### src/rtl/hirq_pkg.sv
package hirq_pkg;
  localparam int DW = 32;

  // word indices of the register map
  localparam int IDX_GCTL  = 0;
  localparam int IDX_MASK  = 1;
  localparam int IDX_MSTAT = 2;
  localparam int IDX_RAW   = 3;
  localparam int IDX_CARD  = 4;
  localparam int IDX_DMA   = 5;

  localparam logic [DW-1:0] GCTL_RST     = 32'h0000_0300;
  localparam logic [DW-1:0] GCTL_SELFCLR = 32'h0000_0007;
  localparam int            GIE_BIT      = 4;

  localparam int CARD_INS_BIT = 30;
  localparam int CARD_REM_BIT = 31;
  localparam int PRESENT_BIT  = 8;

  localparam logic [DW-1:0] CARD_EVT_MASK = (32'h1 << CARD_INS_BIT) | (32'h1 << CARD_REM_BIT);
  localparam logic [DW-1:0] DMA_WR_MASK   = 32'h0000_03FF;

  typedef struct packed {
    logic gctl;
    logic mask;
    logic stat_clr;
    logic card;
    logic dma;
  } hirq_wsel_t;
endpackage

### src/rtl/hirq_decode.sv
module hirq_decode
  import hirq_pkg::*;
#(
  parameter int AW = 8
) (
  input  logic [AW-1:0] addr_i,
  input  logic          we_i,
  output hirq_wsel_t    wsel_o
);
  localparam int IW = AW - 2;

  logic [IW-1:0] idx;
  assign idx = addr_i[AW-1:2];

  always_comb begin
    wsel_o          = '0;
    wsel_o.gctl     = we_i && (idx == IW'(IDX_GCTL));
    wsel_o.mask     = we_i && (idx == IW'(IDX_MASK));
    // both status views clear the same raw bits
    wsel_o.stat_clr = we_i && ((idx == IW'(IDX_MSTAT)) || (idx == IW'(IDX_RAW)));
    wsel_o.card     = we_i && (idx == IW'(IDX_CARD));
    wsel_o.dma      = we_i && (idx == IW'(IDX_DMA));
  end
endmodule

### src/rtl/hirq_card.sv
module hirq_card
  import hirq_pkg::*;
(
  input  logic          clk_i,
  input  logic          rst_ni,
  input  logic          card_det_i,
  input  logic          clr_en_i,
  input  logic [DW-1:0] clr_data_i,
  output logic          present_o,
  output logic          ins_o,
  output logic          rem_o
);
  logic det_q;

  // previous level resets to present, matching the status reset value
  always_ff @(posedge clk_i or negedge rst_ni) begin
    if (!rst_ni) det_q <= 1'b1;
    else         det_q <= card_det_i;
  end

  assign ins_o = card_det_i & ~det_q;
  assign rem_o = ~card_det_i & det_q;

  always_ff @(posedge clk_i or negedge rst_ni) begin
    if (!rst_ni)                              present_o <= 1'b1;
    else if (ins_o)                           present_o <= 1'b1;
    else if (rem_o)                           present_o <= 1'b0;
    else if (clr_en_i && clr_data_i[PRESENT_BIT]) present_o <= 1'b0;
  end
endmodule

### src/rtl/hirq_raw_stat.sv
module hirq_raw_stat
  import hirq_pkg::*;
(
  input  logic          clk_i,
  input  logic          rst_ni,
  input  logic [DW-1:0] evt_i,
  input  logic          clr_en_i,
  input  logic [DW-1:0] clr_data_i,
  input  logic          ins_i,
  input  logic          rem_i,
  output logic [DW-1:0] raw_o
);
  logic [DW-1:0] set_v, clr_v, raw_d;

  assign set_v = evt_i & ~CARD_EVT_MASK;
  assign clr_v = clr_en_i ? clr_data_i : '0;

  always_comb begin
    raw_d = (raw_o & ~clr_v) | set_v;  // set wins over clear
    if (ins_i) begin
      raw_d[CARD_INS_BIT] = 1'b1;
      raw_d[CARD_REM_BIT] = 1'b0;
    end else if (rem_i) begin
      raw_d[CARD_INS_BIT] = 1'b0;
      raw_d[CARD_REM_BIT] = 1'b1;
    end
  end

  always_ff @(posedge clk_i or negedge rst_ni) begin
    if (!rst_ni) raw_o <= '0;
    else         raw_o <= raw_d;
  end
endmodule

### src/rtl/hirq_dma_stat.sv
module hirq_dma_stat
  import hirq_pkg::*;
#(
  parameter logic [DW-1:0] WMASK = DMA_WR_MASK
) (
  input  logic          clk_i,
  input  logic          rst_ni,
  input  logic [DW-1:0] set_i,
  input  logic          clr_en_i,
  input  logic [DW-1:0] clr_data_i,
  output logic [DW-1:0] stat_o
);
  for (genvar b = 0; b < DW; b++) begin : g_bit
    logic clr_b;
    if (WMASK[b]) begin : g_wr
      assign clr_b = clr_en_i & clr_data_i[b];
    end else begin : g_ro
      assign clr_b = 1'b0;
    end

    always_ff @(posedge clk_i or negedge rst_ni) begin
      if (!rst_ni)       stat_o[b] <= 1'b0;
      else if (set_i[b]) stat_o[b] <= 1'b1;
      else if (clr_b)    stat_o[b] <= 1'b0;
    end
  end
endmodule

### src/rtl/hirq_unit.sv
module hirq_unit
  import hirq_pkg::*;
#(
  parameter int AW = 8
) (
  input  logic          clk_i,
  input  logic          rst_ni,
  input  logic [AW-1:0] addr_i,
  input  logic          we_i,
  input  logic [31:0]   wdata_i,
  output logic [31:0]   rdata_o,
  input  logic [31:0]   evt_i,
  input  logic [31:0]   dma_evt_i,
  input  logic          card_det_i,
  output logic          irq_o
);
  localparam int IW = AW - 2;

  hirq_wsel_t    wsel;
  logic [DW-1:0] gctl_q, mask_q, raw, dma_stat;
  logic          present, ins, rem;

  hirq_decode #(.AW(AW)) u_dec (
    .addr_i (addr_i),
    .we_i   (we_i),
    .wsel_o (wsel)
  );

  hirq_card u_card (
    .clk_i      (clk_i),
    .rst_ni     (rst_ni),
    .card_det_i (card_det_i),
    .clr_en_i   (wsel.card),
    .clr_data_i (wdata_i),
    .present_o  (present),
    .ins_o      (ins),
    .rem_o      (rem)
  );

  hirq_raw_stat u_raw (
    .clk_i      (clk_i),
    .rst_ni     (rst_ni),
    .evt_i      (evt_i),
    .clr_en_i   (wsel.stat_clr),
    .clr_data_i (wdata_i),
    .ins_i      (ins),
    .rem_i      (rem),
    .raw_o      (raw)
  );

  hirq_dma_stat #(.WMASK(DMA_WR_MASK)) u_dma (
    .clk_i      (clk_i),
    .rst_ni     (rst_ni),
    .set_i      (dma_evt_i),
    .clr_en_i   (wsel.dma),
    .clr_data_i (wdata_i),
    .stat_o     (dma_stat)
  );

  always_ff @(posedge clk_i or negedge rst_ni) begin
    if (!rst_ni) begin
      gctl_q <= GCTL_RST;
      mask_q <= '0;
    end else begin
      if (wsel.gctl) gctl_q <= wdata_i & ~GCTL_SELFCLR;
      if (wsel.mask) mask_q <= wdata_i;
    end
  end

  always_ff @(posedge clk_i or negedge rst_ni) begin
    if (!rst_ni) irq_o <= 1'b0;
    else         irq_o <= gctl_q[GIE_BIT] & (|(raw & mask_q));
  end

  logic [IW-1:0] ridx;
  assign ridx = addr_i[AW-1:2];

  always_comb begin
    rdata_o = '0;
    case (ridx)
      IW'(IDX_GCTL):  rdata_o = gctl_q;
      IW'(IDX_MASK):  rdata_o = mask_q;
      IW'(IDX_MSTAT): rdata_o = raw & mask_q;
      IW'(IDX_RAW):   rdata_o = raw;
      IW'(IDX_CARD):  rdata_o = DW'(present) << PRESENT_BIT;
      IW'(IDX_DMA):   rdata_o = dma_stat;
      default:        rdata_o = '0;
    endcase
  end
endmodule

### config.mk
export PLATFORM = sky130hd
export DESIGN_NAME = hirq_unit
export DESIGN_NICKNAME = d
export VERILOG_FILES = /design/src/rtl/hirq_pkg.sv /design/src/rtl/hirq_decode.sv /design/src/rtl/hirq_card.sv /design/src/rtl/hirq_raw_stat.sv /design/src/rtl/hirq_dma_stat.sv /design/src/rtl/hirq_unit.sv
export SDC_FILE = /design/constraint.sdc
export NUM_CORES = 1
export LEC_CHECK = 0
export BUFFER_PORTS_ARGS = -buffer_cell sky130_fd_sc_hd__buf_2
export CORE_MARGIN = 2
export CORE_UTILIZATION = 50
export DETAILED_ROUTE_END_ITERATION = 8
export GPL_TIMING_DRIVEN = 0
export PLACE_DENSITY_LB_ADDON = 0.12
export SYNTH_ARGS = -nofsm -noshare
export SYNTH_HDL_FRONTEND = slang
export SYNTH_SLANG_ARGS = --single-unit
### constraint.sdc
create_clock -name clk_i -period 2.01 [get_ports clk_i]
set_input_delay 0.1005 -clock clk_i [delete_from_list [all_inputs] [get_ports clk_i]]
set_output_delay 0.1005 -clock clk_i [all_outputs]
set_load 0.02 [all_outputs]
After elaboration in Yosys (flattened, before gate mapping). Cells that the tools add are included.

Flip-flop bits (word level): 128. Word-level logic and storage cells: 109. Output and inout port bits: 33.

Reduce and logical (&&, ||, !) cells: 20. Bitwise operators: 19. Multiplexer cells: 27. Equality and inequality tests: 5.

Operator list (number): 32-bit one-hot mux with 6 select lines (1); 32-bit bitwise AND (2); 32-bit 2-to-1 mux (1); 32-bit NOT (1); 32-bit by 30-bit OR with 32-bit output (1); 32-bit OR reduction (1); 1-bit 2-to-1 mux (23); 2-bit nonzero test (10); 1-bit bitwise AND (13); 6-bit by 2-bit equality test with 1-bit output, second input constant (2); 6-bit by 3-bit equality test with 1-bit output, second input constant (2); 6-bit by 1-bit equality test with 1-bit output, second input constant (1); 1-bit logical AND (6); 6-bit logical NOT (1); 2-bit 2-to-1 mux (2); 3-bit nonzero test (1); 1-bit NOT (2); 1-bit logical OR (1).

Longest topological paths before layout. Gate-level depths: netlist of the first run.

Depth in word-level cells: 9. Mapped depth: 6. Gate-level depth less buffers: 4.

By module. Synthesis of the first run repeated with hierarchy kept, for this count alone.

Cells, all modules: 565. Area total of the unflattened synthesis: 6060.8 µm².

By module, submodules not included: hirq_unit (cells each 377, area an instance 3631.0 µm², instances 1); hirq_raw_stat (cells each 100, area an instance 1201.2 µm², instances 1); hirq_dma_stat (cells each 75, area an instance 1062.3 µm², instances 1); hirq_card (cells each 6, area an instance 97.6 µm², instances 1); hirq_decode (cells each 7, area an instance 68.8 µm², instances 1).

Worst setup path after synthesis of the first run. No wires, ideal clock.

Path kind: input -> output. From: input port addr_i[5]. To: output port rdata_o[30]. Stages on the path: 5. Data required time: 1910 ps. Arrival time: 1579 ps. Path slack: 331 ps. Cell sequence: or4_4 nor3b_4 clkbuf_1 a22oi_1 o211ai_1.

Longest elaborated chain between the ends: 2. Elaborated cells between the ends (all ways): 7.

RTL lines: from (decl) (RTL line hirq_unit.sv:8) `input logic [AW-1:0] addr_i,`; 6-bit by 3-bit equality test with 1-bit output (tied with other cells) (RTL line hirq_unit.sv:80) `case (ridx)`; 32-bit one-hot mux with 6 select lines (*) (RTL line hirq_unit.sv:80); to (decl) (RTL line hirq_unit.sv:11) `output logic [31:0] rdata_o,`.

Mark *: on every way between the ends. The rest lies on a longest branch, timed or not.

Worst setup path in the final report of the first run.
From: input port addr_i[5]. To: output port rdata_o[9].

The elaborated chain is that of the path after synthesis.

==> impl_metrics.py, run 1 <==
metrics = {
    "pwr": {
        "p_leak_nw": 3.59,
        "p_seq_share_pct": 42.6,
        "p_total_mw": 6.82,
        "p_per_area_nw_per_um2": 831,
        "p_sw_mw": 1.59,
        "switching_share_pct": 23.3,
        "irDropWorstVdd_mv": 0.798,
        "clkPwrFrac_pct": 46.6,
        "combinationalPowerShare_pct": 10.8,
        "p_int_mw": 5.23,
    },
    "yosys": {
        "synth_seq_cells": 128,
        "synth_warnings": 0,
        "synthArstFlopShare_pct": 100,
        "synth_compound_area_share_pct": 20.0,
        "syn-num-nets": 589,
        "synth-edff-count": 0,
        "muxShareOfSynthArea_pct": 12.1,
        "synthFlopType": "dfrtp_1",
        "syn-cell-area_um2": 5680,
        "synth_adder_area_share_pct": 0.176,
        "synth-simple-area-share_pct": 8.72,
        "avgSynthCellArea_um2": 11.8,
        "ys_seq_area_share_pct": 56.5,
        "synth-xor-area-share_pct": 0,
        "synth_cells": 481,
        "synth_top_family_by_area": "compound AO/OA/AOI/OAI gates",
        "yosysUniqueCellTypes": 36,
    },
    "worst_setup_path": {
        "path_buf_inv": 4,
        "worst-setup-path-type": "input pin to primary output",
        "start_kind": "input pin",
        "worst-path-max-fanout": 10,
        "critPathTopFamily": "simple AND/OR/NAND/NOR gates",
        "cp_cell_sequence": "buf_2 -> or4_4 -> nor3_4 -> buf_6 -> buf_4 -> a22oi_1 -> o211ai_1 -> buf_2",
        "crit_path_frequent_cell": "buf_2",
        "endpoint_kind": "primary output",
        "worstPathArrival_ps": 1860,
        "worstPathRequired_ps": 1910,
        "critical_path.slowest_cell": "or4_4",
        "max_stage_delay_ps": 590,
    },
    "cells_and_area": {
        "area_growth_pct": 44.5,
        "final_layout_size_suffix_gt1_share_pct": 31.9,
        "final_core_util_pct": 74.8,
        "instances_no_fill": 888,
        "final_nets": 842,
        "n_fill_cell": 751,
    },
    "clock_network": {
        "numCtsBuffers": 17,
        "cts.sinks": 128,
        "clkTransAtPathRegs_ps": 60,
        "ctsLongestPathBuffers": 2,
        "cts_tree": "yes",
        "cts_root_buffer": "clkbuf_16",
        "clock_latency_ps": 420,
        "htreeDepth": 4,
        "postCtsSetupRepairBufs": 0,
    },
    "route": {
        "routed_wl_um": 17700,
        "drt-initial-drc-count": 340,
        "ant_nets": 0,
        "viasPerCell": 5.68,
        "drc": 0,
        "via_count": 5048,
        "post_drt_wl_per_cell_um": 20.0,
        "drt-pass1-iter-count": 5,
    },
    "floorplanning": {
        "die_w_um": 111,
        "core_area_um2": 11000,
        "die_area_um2": 12200,
        "ios": 141,
        "start_util_pct": 51.7,
        "num_rows": 38,
        "die_h_um": 111,
    },
    "global_route": {
        "first_global_vias": 5218,
        "antenna_found_initial": 1,
        "overflow": 0,
        "grt_pass1_wl_um": 27600,
        "grt_max_degree": 78,
        "grt_usage_pct": 29.5,
    },
    "placed_design": {
        "io_buffers": 136,
        "place_hpwl_um": 11000,
        "place_inst": 758,
        "gp_congestion": 0.846,
    },
    "timing": {
        "final_hold_viol_count": 0,
        "fin_skew_ps": 4.10,
        "min_period_ps": 1960,
        "slew_headroom_pct": 47.2,
        "setup_viol": 0,
        "worst_pin_slew_ps": 792,
        "finalCritPeriodShare_pct": 97.6,
        "fmax_mhz": 510,
        "rsz0062_at_grt": "true",
        "report.final.slew_viol_count": 0,
    },
    "worst_hold_path": {
        "hp-class": "input pin to flop",
    },
    "run_status": {
        "status": "completed",
    },
    "run": {
        "cap_violations": 0,
    },
}
[synth_stat cells, types with 8 or more instances]
cell type | instances | share of area, %
a21o_1 | 32 | 4.2
a221o_1 | 17 | 3.0
a22oi_1 | 30 | 4.0
a31oi_1 | 8 | 0.88
clkbuf_1 | 19 | 1.3
dfrtp_1 | 124 | 55
inv_1 | 9 | 0.59
mux2_1 | 40 | 7.9
mux2_2 | 21 | 4.2
nand2_1 | 48 | 3.2
nor2_1 | 13 | 0.86
o211ai_1 | 14 | 1.8
o21ai_0 | 33 | 2.9
o2bb2ai_1 | 14 | 2.2
or2_2 | 22 | 2.4
[routing by layer]
metal	vias up	GRT usage [%]	routed length (um)
li1	2297	-	-
met1	2513	38.6	7710
met2	207	47.8	8660
met3	31	7.52	992
met4	0	10.5	359
met5	-	0	0
[flip-flops by register name, summed over array words and instances (netlist names)]
signal,count
u_card.det_q,1
u_dma.stat_o,32
u_raw.raw_o,32
mask_q,32
irq_o,1
u_card.present_o,1
gctl_q,29
[stage by stage]
stage / hold slack [ps] / TNS, ps / setup WS (ps) / cell area, um2
global route: 77.7 / -46.3 / -17.6 / 8210
floorplan: -195 / 0 / 331 / 5680
CTS: 57.1 / 0 / 17.4 / 8180
global placement: 218 / -113040 / -811 / 6540
finish: 75.2 / 0 / 47.8 / 8210
detailed placement: 84.0 / -16530 / -465 / 6570
[what timing repair did]
| action | CTS | global route |
|---|---|---|
| setup endpoints to repair | 31 | 31 |
| endpoints found under the hold margin | 176 | 0 |
| hold buffers | 97 | 0 |
| gates resized for setup | 11 | 11 |
[worst register-to-register path, cell delays in order, from the launching register on]
cell     delay (ps)
dfrtp_1         460
a22oi_1         290
nand4_1         170
o41a_1          440
[area by class of cell]
| class | instances | area [um2] | area share, % |
|---|---|---|---|
| Multi-Input combinational cell | 317 | 2350 | 28.7 |
| Sequential cell | 128 | 3210 | 39.1 |
| Inverter | 9 | 33.8 | 0.411 |
| Clock buffer | 21 | 480 | 5.85 |
| Buffer | 27 | 139 | 1.69 |
| Clock inverter | 11 | 135 | 1.65 |
| Tap cell | 140 | 175 | 2.13 |
| Timing Repair Buffer | 234 | 1690 | 20.5 |
| Antenna cell | 1 | 2.50 | 0.0305 |
[power by group through the flow]
| stage | Clock [mW] | Combinational [mW] | Sequential, mW |
|---|---|---|---|
| floorplan | 0 | 0.298 | 2.91 |
| global placement | 0 | 0.554 | 2.93 |
| detailed placement | 0 | 0.579 | 2.94 |
| CTS | 3.21 | 0.729 | 2.90 |
| global route | 3.34 | 0.807 | 2.93 |
| finish | 3.18 | 0.739 | 2.91 |
[layout by cell type (no fill, tap or decap), drive strengths merged, types with 2 or more instances in the layout]
cell / synthesis / final
clkinvlp: 0 / 2
clkinv: 0 / 6
nor2: 13 / 13
mux2: 61 / 61
nand3: 3 / 3
or2: 22 / 22
clkbuf: 19 / 37
a221o: 17 / 17
bufinv: 0 / 3
nand4: 5 / 5
o211ai: 14 / 14
dfrtp: 124 / 124
o21ai: 33 / 33
a22oi: 30 / 30
a21o: 32 / 32
inv: 9 / 9
nand2: 49 / 49
a21oi: 2 / 2
dfstp: 4 / 4
buf: 8 / 148
o2bb2ai: 14 / 14
a31oi: 8 / 8
dlygate4sd3: 0 / 97
[path summary, 6_finish.rpt]
| kind | start | end | slack (ps) | depth (start not counted) |
|---|---|---|---|---|
| setup / recovery | addr_i[5] | rdata_o[9] | 50 | 8 |
| hold / removal | we_i | u_dma.stat_o[8] | 80 | 3 |
| setup reg to reg | mask_q[28] | irq_o | 530 | 3 |
| hold reg to reg | u_dma.stat_o[27] | u_dma.stat_o[27] | 470 | 1 |
| max in group asynchronous | rst_ni | u_card.det_q | 1040 | 3 |
| min in group asynchronous | rst_ni | u_dma.stat_o[24] | 200 | 2 |
[logic make-up after synthesis]
kind of cell	count (synthesis)
AO/OA/AOI/OAI	155
AND/OR/NAND/NOR	100
adder cells (fa/ha/maj)	1
flip-flops	128
multiplexers	61
buffers and inverters	36
Power figures use the tool's default switching activity.
==> run 2, diff against run 1 <==
Settings changed: BUFFER_PORTS_ARGS -buffer_cell sky130_fd_sc_hd__buf_2 to -buffer_cell sky130_fd_sc_hd__clkbuf_2, CTS_CLUSTER_DIAMETER from default to 80.
==> run 2 against run 1 <==
Cell count decreased by 0.11%. Register-to-register slack about the same. Count of clock-buffer cells in the layout decreased by 3. Critical path depth unchanged. Fmax decreased by 0.54%. Combinational power about the same. Largest cell class unchanged. Largest power group unchanged.
==> impl_metrics.py, run 2 (synthesis gave the netlist of run 1 again) <==
metrics = {
    "worst_setup_path": {
        "start_kind": "input pin",
        "max_stage_delay_ps": 410,
        "critical_path.slowest_cell": "nor4b_4",
        "cp_cell_sequence": "clkbuf_2 -> nor4b_4 -> and3b_1 -> buf_2 -> clkbuf_2 -> a22oi_1 -> o211ai_1 -> clkbuf_2",
        "worst-setup-path-type": "input pin to primary output",
        "worstPathRequired_ps": 1910,
        "worst-path-max-fanout": 10,
        "worstPathArrival_ps": 1870,
        "endpoint_kind": "primary output",
        "crit_path_frequent_cell": "clkbuf_2",
    },
    "clock_network": {
        "postCtsSetupRepairBufs": 0,
        "cts.sinks": 128,
        "clock_latency_ps": 430,
        "htreeDepth": 4,
        "clkTransAtPathRegs_ps": 60,
        "cts_root_buffer": "clkbuf_16",
        "cts_tree": "yes",
        "ctsLongestPathBuffers": 2,
        "numCtsBuffers": 17,
    },
    "run": {
        "cap_violations": 0,
    },
    "pwr": {
        "p_leak_nw": 3.62,
        "irDropWorstVdd_mv": 0.968,
        "p_per_area_nw_per_um2": 881,
        "p_total_mw": 7.31,
    },
    "timing": {
        "report.final.slew_viol_count": 0,
        "finalCritPeriodShare_pct": 98.2,
        "setup_viol": 0,
        "worst_slack_ps": 37.1,
        "rsz0062_at_grt": "true",
        "final_hold_viol_count": 0,
        "worst_pin_slew_ps": 766,
        "fmax_mhz": 507,
        "whs_ps": 88.4,
        "fin_skew_ps": 5.12,
        "min_period_ps": 1970,
        "slew_headroom_pct": 48.9,
    },
    "global_route": {
        "grt_pass1_wl_um": 27500,
        "overflow": 0,
        "first_global_vias": 5301,
        "grt_max_degree": 69,
        "grt_usage_pct": 29.5,
        "antenna_found_initial": 0,
    },
    "worst_hold_path": {
        "hp-class": "input pin to flop",
    },
    "route": {
        "routed_wl_um": 17500,
        "via_count": 5086,
        "drt-pass1-iter-count": 5,
        "viasPerCell": 5.73,
        "drc": 0,
        "drt-initial-drc-count": 380,
        "post_drt_wl_per_cell_um": 19.7,
        "ant_nets": 0,
    },
    "placed_design": {
        "place_hpwl_um": 11000,
        "dpl_cell_area_um2": 6570,
        "io_buffers": 136,
        "gp_congestion": 0.846,
        "dp_worst_setup_slack_ps": -502,
        "place_inst": 758,
    },
    "floorplanning": {
        "num_rows": 38,
        "die_area_um2": 12200,
        "core_area_um2": 11000,
        "start_util_pct": 51.7,
        "die_w_um": 111,
        "ios": 141,
        "die_h_um": 111,
    },
    "cells_and_area": {
        "final_cell_mix": "clkbuf_2 (138), dfrtp_1 (124), dlygate4sd3_1 (97), nand2_1 (48), mux2_1 (40)",
        "ff_latch_area_um2": 3210,
        "instances_no_fill": 887,
        "n_fill_cell": 743,
        "final_common_cell": "clkbuf_2",
        "diodes": 0,
        "multi_input_area_um2": 2350,
        "final_cell_area_um2": 8300,
        "largestRegisters": "mask_q (32), u_dma.stat_o (32), u_raw.raw_o (32)",
        "final_layout_size_suffix_gt1_share_pct": 31.9,
        "final_nets": 842,
        "area_growth_pct": 46.1,
    },
    "run_status": {
        "status": "completed",
    },
}
run 2: path summary, 6_finish.rpt:
path | startpoint | end | slack (ps) | cells after the start
max | addr_i[5] | rdata_o[9] | 40 | 8
min | we_i | u_dma.stat_o[8] | 90 | 3
max reg2reg | mask_q[28] | irq_o | 540 | 3
min reg2reg | u_dma.stat_o[22] | u_dma.stat_o[22] | 470 | 1
max in group asynchronous | rst_ni | u_card.det_q | 1060 | 3
min in group asynchronous | rst_ni | u_dma.stat_o[14] | 210 | 2
run 2: what timing repair did:
action / CTS / global route
hold endpoints to repair: 185 / 0
endpoints found under the setup margin: 30 / 27
gates resized for setup: 11 / 11
hold buffers: 97 / 0
run 2: report_power, final:
group | internal, mW | switching, mW
clock network | 2.48 | 1.18
logic | 0.402 | 0.338
registers | 2.76 | 0.145
total | 5.65 | 1.66
run 2: layout make-up:
type	count	area share, %
inverter	9	0.407
clock buffer	18	5.29
timing repair buffer	234	20.3
multi-input combinational	317	28.4
sequential	128	38.6
buffer	27	1.72
tap	140	2.11
clock inverter	14	3.14
run 2: metal layers:
metal / track usage (%) / up-vias / routed length [um]
li1: - / 2293 / -
met1: 36.8 / 2568 / 7390
met2: 48.7 / 196 / 8760
met3: 8.18 / 29 / 969
met4: 11.8 / 0 / 337
met5: 0 / - / 0
run 2: stage by stage:
stage	setup TNS, ps	utilization (%)
CTS	0	75.3
finish	0	75.6
global placement	-153150	59.5
detailed placement	-16140	59.9
global route	-13.9	75.6
floorplan	0	-
run 2: worst max-delay path, delay by kind of cell:
kind | cells | cell delay [ps]
simple gates | 2 | 610
compound gates | 2 | 290
buf+inv | 4 | 870
==> run 3, diff against run 2 <==
Settings changed: ABC_AREA from default to 1.
==> run 3 against run 2 <==
Core utilization down 3.3 points. Via count up 27%. Register-to-register slack better by 180 ps. Worst hold slack worse by 71 ps. Worst setup slack better by 50 ps. First-iteration DRC count up 100%. Fmax up 2.6%. Cell count up 33%. Clock skew up 2.6 ps. Sequential cell count unchanged. Largest power group unchanged. Non-clock buffer count up 20.
==> impl_metrics.py, run 3 <==
metrics = {
    "global_route": {
        "grt_max_degree": 101,
        "first_global_vias": 6489,
        "antenna_found_initial": 0,
        "overflow": 0,
        "grt_usage_pct": 32.9,
        "grt_pass1_wl_um": 32600,
    },
    "pwr": {
        "p_per_area_nw_per_um2": 772,
        "irDropWorstVdd_mv": 0.590,
        "p_leak_nw": 4.14,
        "p_total_mw": 6.70,
    },
    "timing": {
        "rsz0062_at_grt": "false",
        "worst_pin_slew_ps": 728,
        "whs_ps": 17.8,
        "slew_headroom_pct": 51.4,
        "setup_viol": 0,
        "report.final.slew_viol_count": 0,
        "fmax_mhz": 520,
        "fin_skew_ps": 7.75,
        "final_hold_viol_count": 0,
        "min_period_ps": 1920,
        "finalCritPeriodShare_pct": 95.6,
    },
    "cells_and_area": {
        "final_nets": 1125,
        "final_layout_size_suffix_gt1_share_pct": 22.7,
        "largestRegisters": "mask_q (32), u_dma.stat_o (32), u_raw.raw_o (32)",
        "diodes": 0,
        "final_cell_mix": "nand2_1 (185), clkbuf_2 (136), dfrtp_1 (124), dlygate4sd3_1 (106), inv_1 (76)",
        "instances_no_fill": 1176,
        "final_core_util_pct": 72.2,
        "area_growth_pct": 41.0,
        "final_common_cell": "nand2_1",
    },
    "worst_setup_path": {
        "ff2ff_path_depth": 3,
        "endpoint": "rdata_o[3]",
        "worstPathArrival_ps": 1820,
        "crit_start": "addr_i[2]",
        "crit_path_frequent_cell": "clkbuf_2",
        "start_kind": "input pin",
        "worst-path-max-fanout": 10,
        "r2r_slack_ps": 720,
        "cp_cell_sequence": "clkbuf_2 -> buf_4 -> nand2_2 -> nor3_2 -> clkbuf_1 -> nand3_1 -> nand4_1 -> clkbuf_2",
        "max_stage_delay_ps": 590,
        "path_buf_inv": 4,
        "crit_cells": 8,
        "regToRegEndpoint": "u_raw.raw_o[1]",
        "worst-setup-path-type": "input pin to primary output",
        "worstPathRequired_ps": 1910,
        "critPathTopFamily": "buffers and inverters",
        "endpoint_kind": "primary output",
        "critical_path.slowest_cell": "clkbuf_1",
        "reg2reg_from": "u_raw.raw_o[1]",
    },
    "yosys": {
        "synthFlopType": "dfrtp_1",
        "synthArstFlopShare_pct": 100,
        "syn-num-nets": 863,
        "synth-xor-area-share_pct": 0,
        "synth_top_family_by_area": "simple AND/OR/NAND/NOR gates",
        "avgSynthCellArea_um2": 8.15,
        "synth_common_cells": "nand2_1 (185), dfrtp_1 (124), inv_1 (76)",
        "synth-simple-area-share_pct": 26.9,
        "synth_warnings": 0,
        "yosys.area.top_type": "dfrtp_1",
        "ys_seq_area_share_pct": 52.1,
        "synth_area_leaders": "dfrtp_1 (50%), nand2_1 (11%), nand3_1 (5.9%), inv_1 (4.6%), o21ai_0 (4.5%)",
        "synth_compound_area_share_pct": 13.0,
        "synth_seq_cells": 128,
        "synth_adder_area_share_pct": 0,
        "yosysUniqueCellTypes": 29,
        "synth_top_area_share_pct": 50.4,
        "synth_cells": 755,
        "syn-cell-area_um2": 6150,
        "synth-edff-count": 0,
        "yosysMostFrequentCell": "nand2_1",
        "muxShareOfSynthArea_pct": 0,
    },
    "run_status": {
        "status": "completed",
    },
    "clock_network": {
        "cts.sinks": 128,
        "numCtsBuffers": 17,
        "cts_tree": "yes",
        "hold_buffers": 106,
        "postCtsSetupRepairBufs": 0,
        "cts_resized": 0,
        "htreeDepth": 4,
        "clock_latency_ps": 430,
        "ctsLongestPathBuffers": 2,
        "cts_root_buffer": "clkbuf_16",
        "clkTransAtPathRegs_ps": 60,
    },
    "run": {
        "cap_violations": 0,
    },
    "route": {
        "via_count": 6466,
        "routed_wl_um": 20700,
        "drc": 0,
        "drt-pass1-iter-count": 6,
        "drt-initial-drc-count": 767,
        "viasPerCell": 5.50,
        "ant_nets": 0,
        "post_drt_wl_per_cell_um": 17.6,
    },
    "placed_design": {
        "io_buffers": 136,
        "gp_congestion": 0.872,
        "place_inst": 1039,
        "place_hpwl_um": 13000,
    },
    "floorplanning": {
        "die_h_um": 115,
        "die_area_um2": 13200,
        "core_area_um2": 12000,
        "num_rows": 40,
        "die_w_um": 115,
        "ios": 141,
        "start_util_pct": 51.2,
    },
    "worst_hold_path": {
        "hp-class": "input pin to flop",
    },
}
[run 3: changes by cell type after synthesis, moves of 24 or more]
cell / change
a22oi_1: -30
inv_1: +67
mux2_1: -40
nand2_1: +137
nand3_1: +70
nand4_1: +24
nor2_1: +27
o21ai_1: +52
[run 3: power by group]
group / leakage (nW) / switching, mW / internal (mW)
combinational: 2.45 / 0.477 / 0.400
sequential: 1.41 / 0.139 / 2.76
clock: 0.283 / 1.08 / 1.84
total: 4.14 / 1.70 / 5.01
[run 3: layout make-up]
class / instances / area [um2]
fillers: 901 / 3330
flip-flops and latches: 128 / 3210
multi-input cells: 512 / 2450
repair buffers: 243 / 1780
clock buffers: 25 / 505
inverters: 77 / 292
plain buffers: 38 / 201
well taps: 147 / 184
clock inverters: 6 / 55.1
[run 3: stage by stage]
stage               setup TNS, ps  cell area (um2)  setup WS (ps)
CTS                             0             8680            143
global placement          -144100             7020          -1160
global route                    0             8680           6.81
detailed placement              0             7060            149
finish                          0             8680           87.6
floorplan                       0             6150            823
[run 3: worst min-delay path by stage]
stage / from / end / slack [ps] / cells after the start
final: wdata_i[8] / gctl_q[8] / 20 / 3
after global routing: wdata_i[8] / gctl_q[8] / 20 / 3
after CTS: wdata_i[8] / gctl_q[8] / 3 / 3
after detailed placement: rst_ni / u_dma.stat_o[11] / 20 / 1
after global placement: card_det_i / u_card.det_q / 220 / 1
after floorplan: rst_ni / gctl_q[10] / -200 / 0
[run 3: routing by layer]
layer	vias to the layer above	GRT usage (%)	part of all wire (%)
met4	0	14.2	2.8
met1	3088	41.1	40
met3	43	7.38	8.3
li1	3003	-	-
met5	-	0	0
met2	332	55.3	49
[run 3: worst register-to-register path, delay by kind of cell, from the launching register on]
family | cells | cell delay [ps]
and+or+nand+nor | 1 | 80
DFF | 1 | 390
AOI/OAI and AO/OA | 1 | 110
buffers and inverters | 1 | 580
[run 3: cells by family after synthesis]
family                 count (synthesis)
and+or+nand+nor                      364
AOI/OAI and AO/OA                    148
DFF                                  128
buffers and inverters                115
